`config.mk`:
```
export PLATFORM = sky130hd
export DESIGN_NAME = hinit_monitor
export DESIGN_NICKNAME = d
export VERILOG_FILES = /design/src/rtl/hinit_mon_pkg.sv /design/src/rtl/hinit_us_timer.sv /design/src/rtl/hinit_seq_fsm.sv /design/src/rtl/hinit_monitor.sv
export SDC_FILE = /design/constraint.sdc
export NUM_CORES = 1
export LEC_CHECK = 0
export BUFFER_PORTS_ARGS = -buffer_cell sky130_fd_sc_hd__buf_2
export CAP_MARGIN = 20
export CORE_MARGIN = 2
export CORE_UTILIZATION = 45
export CTS_BUF_LIST = sky130_fd_sc_hd__clkbuf_16
export DETAILED_ROUTE_END_ITERATION = 6
export PLACE_DENSITY = 0.75
export SETUP_SLACK_MARGIN = 0.05
export SLEW_MARGIN = 20
export SYNTH_ARGS = -nofsm -noshare
export SYNTH_HDL_FRONTEND = slang
export SYNTH_HIERARCHICAL = 1
export SYNTH_SLANG_ARGS = --single-unit
export TNS_END_PERCENT = 10
```
`constraint.sdc`:
```
create_clock -name clk -period 2.7 [get_ports clk]
set_input_delay 0.27 -clock clk [delete_from_list [all_inputs] [get_ports clk]]
set_output_delay 0.27 -clock clk [all_outputs]
set_load 0.1 [all_outputs]
```
`src/rtl/hinit_mon_pkg.sv`:
```
package hinit_mon_pkg;

    localparam int SA_W      = 16;
    localparam int ER_BIT    = 15;
    localparam int FLAG_LO   = 11;
    localparam int N_FLAGS   = 4;
    localparam int WRAP_BIT  = 14;
    localparam int IE_BIT    = 7;

    typedef enum logic [3:0] {
        ST_IDLE,
        ST_HINIT,
        ST_WAIT,
        ST_WRITE,
        ST_WRAP_WAIT,
        ST_WRAP_WR,
        ST_RUNWAIT,
        ST_PASS,
        ST_FAIL
    } mon_state_e;

    typedef enum logic [2:0] {
        FC_NONE     = 3'd0,
        FC_TIMEOUT  = 3'd1,
        FC_ERFLAG   = 3'd2,
        FC_ECHO     = 3'd3,
        FC_ORDER    = 3'd4,
        FC_LATE_RUN = 3'd5
    } fail_code_e;

endpackage

```
`src/rtl/hinit_us_timer.sv`:
```
// Microsecond interval timer: a cycle prescaler feeding a saturating
// microsecond counter. Cleared by clr, advances while run is high.
module hinit_us_timer #(
    parameter int CLK_PER_US    = 100,
    parameter int LIMIT_US      = 100,
    parameter bit RESET_EXPIRED = 1'b0
) (
    input  logic clk,
    input  logic rst_n,
    input  logic clr,
    input  logic run,
    output logic expired
);
    localparam int PW = (CLK_PER_US > 1) ? $clog2(CLK_PER_US) : 1;
    localparam int CW = $clog2(LIMIT_US + 1);
    localparam logic [PW-1:0] PRE_TOP = PW'(CLK_PER_US - 1);
    localparam logic [CW-1:0] CNT_TOP = CW'(LIMIT_US);

    logic [PW-1:0] pre_q;
    logic [CW-1:0] cnt_q;

    assign expired = (cnt_q == CNT_TOP);

    always_ff @(posedge clk or negedge rst_n) begin
        if (!rst_n) begin
            pre_q <= '0;
            cnt_q <= RESET_EXPIRED ? CNT_TOP : '0;
        end else if (clr) begin
            pre_q <= '0;
            cnt_q <= '0;
        end else if (run && !expired) begin
            if (pre_q == PRE_TOP) begin
                pre_q <= '0;
                cnt_q <= cnt_q + 1'b1;
            end else begin
                pre_q <= pre_q + 1'b1;
            end
        end
    end
endmodule

```
`src/rtl/hinit_seq_fsm.sv`:
```
// Handshake sequencer: step tracking, echo comparison, wrap loop, result.
module hinit_seq_fsm
    import hinit_mon_pkg::*;
#(
    parameter int                 WRAP_PATTERNS = 8,
    parameter logic [SA_W-1:0]    WRAP_STRIDE   = 16'h1357
) (
    input  logic            clk,
    input  logic            rst_n,
    input  logic            start,
    input  logic [SA_W-1:0] cfg_step1,
    input  logic [SA_W-1:0] cfg_step2,
    input  logic [SA_W-1:0] cfg_step3,
    input  logic [SA_W-1:0] sa_in,
    input  logic            sample_ok,
    input  logic            step_expired,
    input  logic            op_started,
    input  logic            hl_timer_done,
    output logic            step_clr,
    output logic            step_run,
    output logic            ip_wr,
    output logic            sa_wr,
    output logic [SA_W-1:0] sa_wdata,
    output logic            busy,
    output logic            done_pass,
    output logic            done_fail,
    output logic [2:0]      fail_code,
    output logic [2:0]      fail_step
);
    localparam int PCW = (WRAP_PATTERNS > 2) ? $clog2(WRAP_PATTERNS) : 1;
    localparam logic [PCW-1:0] PAT_LAST = PCW'(WRAP_PATTERNS - 1);

    mon_state_e           state, nstate;
    fail_code_e           fcode_q, nfc;
    logic [2:0]           fstep_q, nfs;
    logic [2:0]           exp_q;
    logic [N_FLAGS-1:0]   prev_q, cur_flags, rise, exp_oh;
    logic [SA_W-1:0]      pat_q, word1;
    logic [PCW-1:0]       pcnt_q;
    logic                 wrap_q, cur_er, wrap_req;

    assign cur_flags = sa_in[FLAG_LO +: N_FLAGS];
    assign cur_er    = sa_in[ER_BIT];
    assign rise      = cur_flags & ~prev_q;
    assign exp_oh    = N_FLAGS'(1) << (exp_q - 3'd1);
    assign wrap_req  = cfg_step1[WRAP_BIT];

    always_comb begin
        word1 = cfg_step1;
        if (wrap_req) word1[IE_BIT] = 1'b0;
    end

    // next state and failure cause
    always_comb begin
        nstate = state;
        nfc    = FC_NONE;
        nfs    = exp_q - 3'd1;
        unique case (state)
            ST_IDLE:  if (start) nstate = ST_HINIT;
            ST_HINIT: nstate = ST_WAIT;
            ST_WAIT: begin
                if (sample_ok && cur_er) begin
                    nstate = ST_FAIL; nfc = FC_ERFLAG;
                end else if (sample_ok && (rise != '0)) begin
                    if (rise != exp_oh) begin
                        nstate = ST_FAIL; nfc = FC_ORDER;
                    end else if (exp_q == 3'd2 && sa_in[5:0] != word1[13:8]) begin
                        nstate = ST_FAIL; nfc = FC_ECHO; nfs = 3'd2;
                    end else if (exp_q == 3'd3 && sa_in[7:0] != word1[7:0]) begin
                        nstate = ST_FAIL; nfc = FC_ECHO; nfs = 3'd3;
                    end else if (exp_q == 3'd4) begin
                        nstate = ST_RUNWAIT;
                    end else begin
                        nstate = ST_WRITE;
                    end
                end else if (step_expired) begin
                    nstate = ST_FAIL; nfc = FC_TIMEOUT;
                end
            end
            ST_WRITE: nstate = (exp_q == 3'd1 && wrap_req) ? ST_WRAP_WAIT : ST_WAIT;
            ST_WRAP_WAIT: begin
                if (sample_ok && sa_in == pat_q) begin
                    nstate = (pcnt_q == PAT_LAST) ? ST_PASS : ST_WRAP_WR;
                end else if (step_expired) begin
                    nstate = ST_FAIL; nfc = FC_TIMEOUT; nfs = 3'd1;
                end
            end
            ST_WRAP_WR: nstate = ST_WRAP_WAIT;
            ST_RUNWAIT: begin
                if (op_started) begin
                    nstate = ST_PASS;
                end else if (hl_timer_done) begin
                    nstate = ST_FAIL; nfc = FC_LATE_RUN; nfs = 3'd4;
                end
            end
            ST_PASS, ST_FAIL: if (start) nstate = ST_HINIT;
            default: nstate = ST_IDLE;
        endcase
    end

    // state register and sequencing data
    always_ff @(posedge clk or negedge rst_n) begin
        if (!rst_n) begin
            state   <= ST_IDLE;
            exp_q   <= 3'd1;
            prev_q  <= '0;
            pat_q   <= '0;
            pcnt_q  <= '0;
            wrap_q  <= 1'b0;
            fcode_q <= FC_NONE;
            fstep_q <= '0;
        end else begin
            state <= nstate;
            if (nstate == ST_HINIT) begin
                exp_q   <= 3'd1;
                prev_q  <= '0;
                pcnt_q  <= '0;
                wrap_q  <= 1'b0;
                fcode_q <= FC_NONE;
                fstep_q <= '0;
            end
            if (state == ST_WAIT && sample_ok && !cur_er) prev_q <= cur_flags;
            if (state == ST_WRITE) begin
                if (exp_q == 3'd1 && wrap_req) begin
                    wrap_q <= 1'b1;
                    pat_q  <= word1;
                end else begin
                    exp_q <= exp_q + 3'd1;
                end
            end
            if (state == ST_WRAP_WAIT && nstate == ST_WRAP_WR) begin
                pcnt_q <= pcnt_q + 1'b1;
                pat_q  <= pat_q + WRAP_STRIDE;
            end
            if (nstate == ST_FAIL && state != ST_FAIL) begin
                fcode_q <= nfc;
                fstep_q <= nfs;
            end
        end
    end

    // Moore outputs
    always_comb begin
        ip_wr     = (state == ST_HINIT);
        sa_wr     = (state == ST_WRITE) || (state == ST_WRAP_WR);
        step_clr  = (state == ST_HINIT) || sa_wr;
        step_run  = (state == ST_WAIT) || (state == ST_WRAP_WAIT);
        busy      = !(state == ST_IDLE || state == ST_PASS || state == ST_FAIL);
        done_pass = (state == ST_PASS);
        done_fail = (state == ST_FAIL);
        fail_code = fcode_q;
        fail_step = fstep_q;
        sa_wdata  = '0;
        if (state == ST_WRAP_WR) begin
            sa_wdata = pat_q;
        end else if (state == ST_WRITE) begin
            unique case (exp_q)
                3'd1:    sa_wdata = word1;
                3'd2:    sa_wdata = cfg_step2;
                default: sa_wdata = cfg_step3;
            endcase
        end
    end


    ip_pulse_chk: assert property (@(posedge clk) disable iff (!rst_n)
        ip_wr |=> !ip_wr);

    echo_step_chk: assert property (@(posedge clk) disable iff (!rst_n)
        ($rose(done_fail) && fail_code == FC_ECHO) |-> (fail_step == 3'd2 || fail_step == 3'd3));

    timeout_cause_chk: assert property (@(posedge clk) disable iff (!rst_n)
        ($rose(done_fail) && fail_code == FC_TIMEOUT) |-> $past(step_expired));

    er_cause_chk: assert property (@(posedge clk) disable iff (!rst_n)
        ($rose(done_fail) && fail_code == FC_ERFLAG) |-> $past(sa_in[ER_BIT]));

    pass_cause_chk: assert property (@(posedge clk) disable iff (!rst_n)
        ($rose(done_pass) && !wrap_q) |-> $past(op_started));
endmodule

```
`src/rtl/hinit_monitor.sv`:
```
module hinit_monitor
    import hinit_mon_pkg::*;
#(
    parameter int              CLK_PER_US    = 100,
    parameter int              STEP_LIMIT_US = 10_000_000,
    parameter int              SETTLE_US     = 100,
    parameter int              WRAP_PATTERNS = 8,
    parameter logic [15:0]     WRAP_STRIDE   = 16'h1357
) (
    input  logic        clk,
    input  logic        rst_n,
    input  logic        start,
    input  logic [15:0] cfg_step1,
    input  logic [15:0] cfg_step2,
    input  logic [15:0] cfg_step3,
    input  logic [15:0] sa_rdata,
    input  logic        dev_irq,
    input  logic        op_started,
    input  logic        hl_timer_done,
    output logic        ip_wr,
    output logic        sa_wr,
    output logic [15:0] sa_wdata,
    output logic        busy,
    output logic        done_pass,
    output logic        done_fail,
    output logic [2:0]  fail_code,
    output logic [2:0]  fail_step
);
    logic step_clr, step_run, step_expired, settle_done, sample_ok;

    assign sample_ok = settle_done && !dev_irq;

    hinit_us_timer #(
        .CLK_PER_US(CLK_PER_US), .LIMIT_US(STEP_LIMIT_US), .RESET_EXPIRED(1'b0)
    ) u_step_tmr (
        .clk(clk), .rst_n(rst_n), .clr(step_clr), .run(step_run), .expired(step_expired)
    );

    hinit_us_timer #(
        .CLK_PER_US(CLK_PER_US), .LIMIT_US(SETTLE_US), .RESET_EXPIRED(1'b1)
    ) u_settle_tmr (
        .clk(clk), .rst_n(rst_n), .clr(dev_irq), .run(1'b1), .expired(settle_done)
    );

    hinit_seq_fsm #(
        .WRAP_PATTERNS(WRAP_PATTERNS), .WRAP_STRIDE(WRAP_STRIDE)
    ) u_fsm (
        .clk(clk), .rst_n(rst_n), .start(start),
        .cfg_step1(cfg_step1), .cfg_step2(cfg_step2), .cfg_step3(cfg_step3),
        .sa_in(sa_rdata), .sample_ok(sample_ok), .step_expired(step_expired),
        .op_started(op_started), .hl_timer_done(hl_timer_done),
        .step_clr(step_clr), .step_run(step_run),
        .ip_wr(ip_wr), .sa_wr(sa_wr), .sa_wdata(sa_wdata),
        .busy(busy), .done_pass(done_pass), .done_fail(done_fail),
        .fail_code(fail_code), .fail_step(fail_step)
    );


    settle_block_chk: assert property (@(posedge clk) disable iff (!rst_n)
        dev_irq |=> !settle_done);
endmodule

```
==> summary.md <==
| Metric | Value |
|---|---|
| CP Launch Type | `flop` |
| Die Y | `118 um` |
| Floorplan core area | `12,600 sq um` |
| Crit Path Max Fanout | `6` |
| FP Rows | `41` |
| CP max-delay cell | `dfstp_2` |
| Worst-margin pin slew | `0.991 ns` |
| Unrepaired setup endpoints after global routing | `yes` |
| Design Power | `0.00626 W` |
| Gr usage total | `22.7%` |
| Ys Warns | `6` |
| DR vias | `5,688` |
| EDFF count, synth | `0` |
| Max Cap Viol | `0` |
| Minimum clock period | `2.66 ns` |
| Post-Syn Area per Cell | `8.58 sq um` |
| Vias in the first global route | `5,318` |
| CTS buffer count | `9` |
| Die ar. | `13,800 sq um` |
| Clk root buf | `clkbuf_16` |
| Chip width | `118 um` |
| Final ANT Viol Nets | `0` |
| Post-synthesis cell area | `5800 sq um` |
| First-pass GRT wire length | `25,700 um` |
| Hold WC Path Type | `in -> reg` |
| Critical Path Source | `u_fsm/exp_q[0]` |
| Drt wl/cell | `16.3 um` |
| Starting Density | `45.9%` |
| Detailed-route DRC error count | `0` |
| Arr. time, crit path | `2.92 ns` |
| Drt first-iter violations | `427` |
| Yosys reg bits | `81` |
| Clock Tree Buf Depth | `2` |
| Worst path max stage delay | `0.59 ns` |
| Reg-to-Reg Start | `u_fsm/exp_q[0]` |
| Power density over the cells | `868 nW/um^2` |
| Leakage | `3.17 nW` |
| Max transition margin | `33.9%` |
| Worst Setup End Kind | `flop` |
| Gr ovfl total | `0` |
| HPWL after detailed placement | `11,800 um` |
| CTS Sinks | `81` |
| Post-synth top area share | `33.2%` |
| Worst Reg-to-Reg Cells | `9` |
| Worst r2r dst | `u_fsm/fail_step[1]` |
| Worst Setup EP | `u_fsm/fail_step[1]` |
| Fin crit share | `98.6%` |
| Routability cong. | `0.947` |
| Post-layout util | `57.1%` |
| N_diodes | `0` |
| Reg2reg setup slack | `0.04 ns` |
| Max rail drop VDD | `0.537 mV` |
| Type of the worst setup path | `reg -> reg` |
| Finish-stage setup viols | `0` |
| # IOs | `97` |
| Placed inst area | `6740 sq um` |
| Worst-path clk slew | `0.06 ns` |
| CTS tree | `yes` |
| Synthesis-to-layout area growth | `24.3%` |
| Share of layout cells above drive strength 1 | `27.1%` |
| Synth Flop Type | `dfrtp_1` |
| Worst hold slack | `0.180 ns` |
| Asr flop ratio synth | `100%` |
| Final instance area | `7210 sq um` |
| Count of unique library cells instantiated by Yosys | `84` |
| Run status | `completed` |
| H-tree depth | `3` |
| Drt first pass iters | `6` |
| Clock Skews | `0.00652 ns` |
| Final Hold Viols | `0` |
| Initial antenna violation count | `0` |
| Sequential fraction of the synthesis area | `35.1%` |
| Dpl cells | `955` |
| Mapped Cells | `676` |
| Nets@finish | `886` |
| Fmax | `376 MHz` |
| Worst skew pair latency | `0.35 ns` |
| Layout Cells excl Fill | `977` |
| Fill cells | `1,145` |
| Critical path required time | `2.96 ns` |
| Max Slew Vio Count | `0` |
| Port-buffer cells | `96` |
| Via-per-instance ratio | `5.82` |
| Largest net degree at the start of global routing | `43` |
| Critical path cell sequence | `inv_2 -> ha_4 -> xnor2_4 -> nand2_1 -> xor2_1 -> nand4_1 -> or3b_2 -> o22a_1 -> mux2i_1` |
| Top cells by area, synth | `dfrtp_1 (33%), a21oi_1 (5.3%), nand2_1 (4.8%)` |
| Drt total wl | `15,900 um` |
| Cell taking the most area after synthesis | `dfrtp_1` |
-- through the flow --
step	setup WS (ns)	TNS, ns
2_1_floorplan	-0.452	-4.34
3_3_place_gp	0.0806	0
3_5_place_dp	-0.0849	-0.270
4_1_cts	0.00598	0
5_1_grt	-0.0354	-0.0866
6_report	0.0384	0
-- state kept, by name, summed over array words and instances, names as in the netlist, 4 cells and up --
name                cells
u_settle_tmr/pre_q      7
u_fsm/state             4
u_step_tmr/cnt_q       24
u_step_tmr/pre_q        7
u_fsm/pat_q            16
u_settle_tmr/cnt_q      7
u_fsm/prev_q            4
-- critical path, delay by kind of cell (launching register included) --
kind	cells	cell delay (ns)
flops	1	0.59
mux	1	0.14
simple gates	3	0.96
compound gates	1	0.21
fa+ha+maj	1	0.18
buf+inv	1	0.08
xor+xnor	2	0.41
-- worst min-delay path by stage --
stage / startpoint / depth (start not counted) / to / slack [ns]
global placement: rst_n / 1 / u_settle_tmr/pre_q[6] / 0.29
CTS: sa_rdata[13] / 3 / u_fsm/prev_q[2] / 0.17
finish: sa_rdata[13] / 3 / u_fsm/prev_q[2] / 0.18
detailed placement: rst_n / 1 / u_settle_tmr/pre_q[6] / 0.30
floorplan: rst_n / 0 / u_fsm/exp_q[1] / -0.03
global route: sa_rdata[13] / 3 / u_fsm/prev_q[2] / 0.19
-- layout make-up --
cell class,count,area [sq um],share of cell area [%]
sequential,81,2030,28.2
clock inverter,6,27.5,0.382
tap,172,215,2.99
inverter,29,109,1.51
timing repair buffer,141,945,13.1
multi-input combinational,539,3650,50.7
clock buffer,9,225,3.12
-- logic make-up (layout without fill, tap and decap cells) --
| group | count (synthesis) | in the layout | share of synthesized area (%) |
|---|---|---|---|
| AOI/OAI and AO/OA | 195 | 195 | 21.5 |
| xor gates and xnor gates | 42 | 42 | 6.48 |
| adders and majority gates | 15 | 15 | 3.24 |
| buffers and inverters | 60 | 185 | 4.79 |
| DFF | 81 | 81 | 35.1 |
| muxes | 13 | 13 | 2.33 |
| other | 1 | 5 | 0.0647 |
| and+or+nand+nor | 269 | 269 | 26.5 |
-- layout by cell type, fill, tap and decap left out, types with 3 or more instances in the layout --
| cell type | count |
|---|---|
| and4_1 | 3 |
| nor3b_1 | 3 |
| nor2_1 | 43 |
| or4_1 | 18 |
| nor4_1 | 6 |
| a22o_1 | 14 |
| buf_6 | 11 |
| o31ai_1 | 14 |
| a21oi_1 | 59 |
| o21ai_0 | 36 |
| buf_2 | 78 |
| dfstp_2 | 4 |
| nand3b_1 | 5 |
| or3_1 | 17 |
| nor3_1 | 11 |
| xnor2_1 | 19 |
| nor2b_1 | 10 |
| o22ai_1 | 4 |
| mux2i_1 | 9 |
| buf_4 | 48 |
| xor2_1 | 21 |
| clkbuf_16 | 9 |
| nand2b_1 | 5 |
| and3_1 | 5 |
| o211ai_1 | 6 |
| clkinv_2 | 4 |
| nand2_1 | 72 |
| inv_1 | 28 |
| nand3_1 | 18 |
| nand2_2 | 5 |
| o21ai_2 | 16 |
| dfrtp_1 | 77 |
| conb_1 | 5 |
| ha_1 | 14 |
| a21o_1 | 5 |
| nand4_1 | 14 |
| buf_12 | 3 |
| o21ai_1 | 6 |
-- Yosys cell counts, drive strengths merged, types with 3 or more instances --
| cell | number |
|---|---|
| nand2 | 78 |
| dfrtp | 77 |
| a21oi | 62 |
| o21ai | 59 |
| nor2 | 44 |
| inv | 29 |
| xor2 | 22 |
| nand3 | 20 |
| xnor2 | 20 |
| or4 | 19 |
| clkbuf | 17 |
| or3 | 17 |
| ha | 15 |
| nand4 | 15 |
| nor3 | 15 |
| a22o | 14 |
| buf | 14 |
| o31ai | 14 |
| nor2b | 12 |
| mux2i | 9 |
| nor4 | 9 |
| and3 | 6 |
| o211ai | 6 |
| a21o | 5 |
| nand2b | 5 |
| nand3b | 5 |
| and4 | 4 |
| dfstp | 4 |
| mux2 | 4 |
| o22ai | 4 |
| nor3b | 3 |
| or2 | 3 |
-- per-layer routing --
| metal | vias up | global-route usage [%] | wire [um] |
|---|---|---|---|
| li1 | 2725 | - | - |
| met1 | 2665 | 30.2 | 6910 |
| met2 | 259 | 36.5 | 7410 |
| met3 | 39 | 5.72 | 1180 |
| met4 | 0 | 7.23 | 390 |
| met5 | - | 0 | 0 |
-- where the power goes --
group          internal [W]  leakage [nW]  switching, W
Sequential          0.00141          1.08      0.000263
Combinational       0.00120          1.96       0.00230
Clock              0.000604         0.133      0.000483
-- timing repair --
action,4_1_cts,5_1_grt
pin swaps,0,5
buffers inserted,0,6
gates resized for setup,18,26
hold buffers,1,0
endpoints found under the setup margin,23,30
hold endpoints to repair,35,0
No activity file was read; power rests on OpenSTA's default activity.
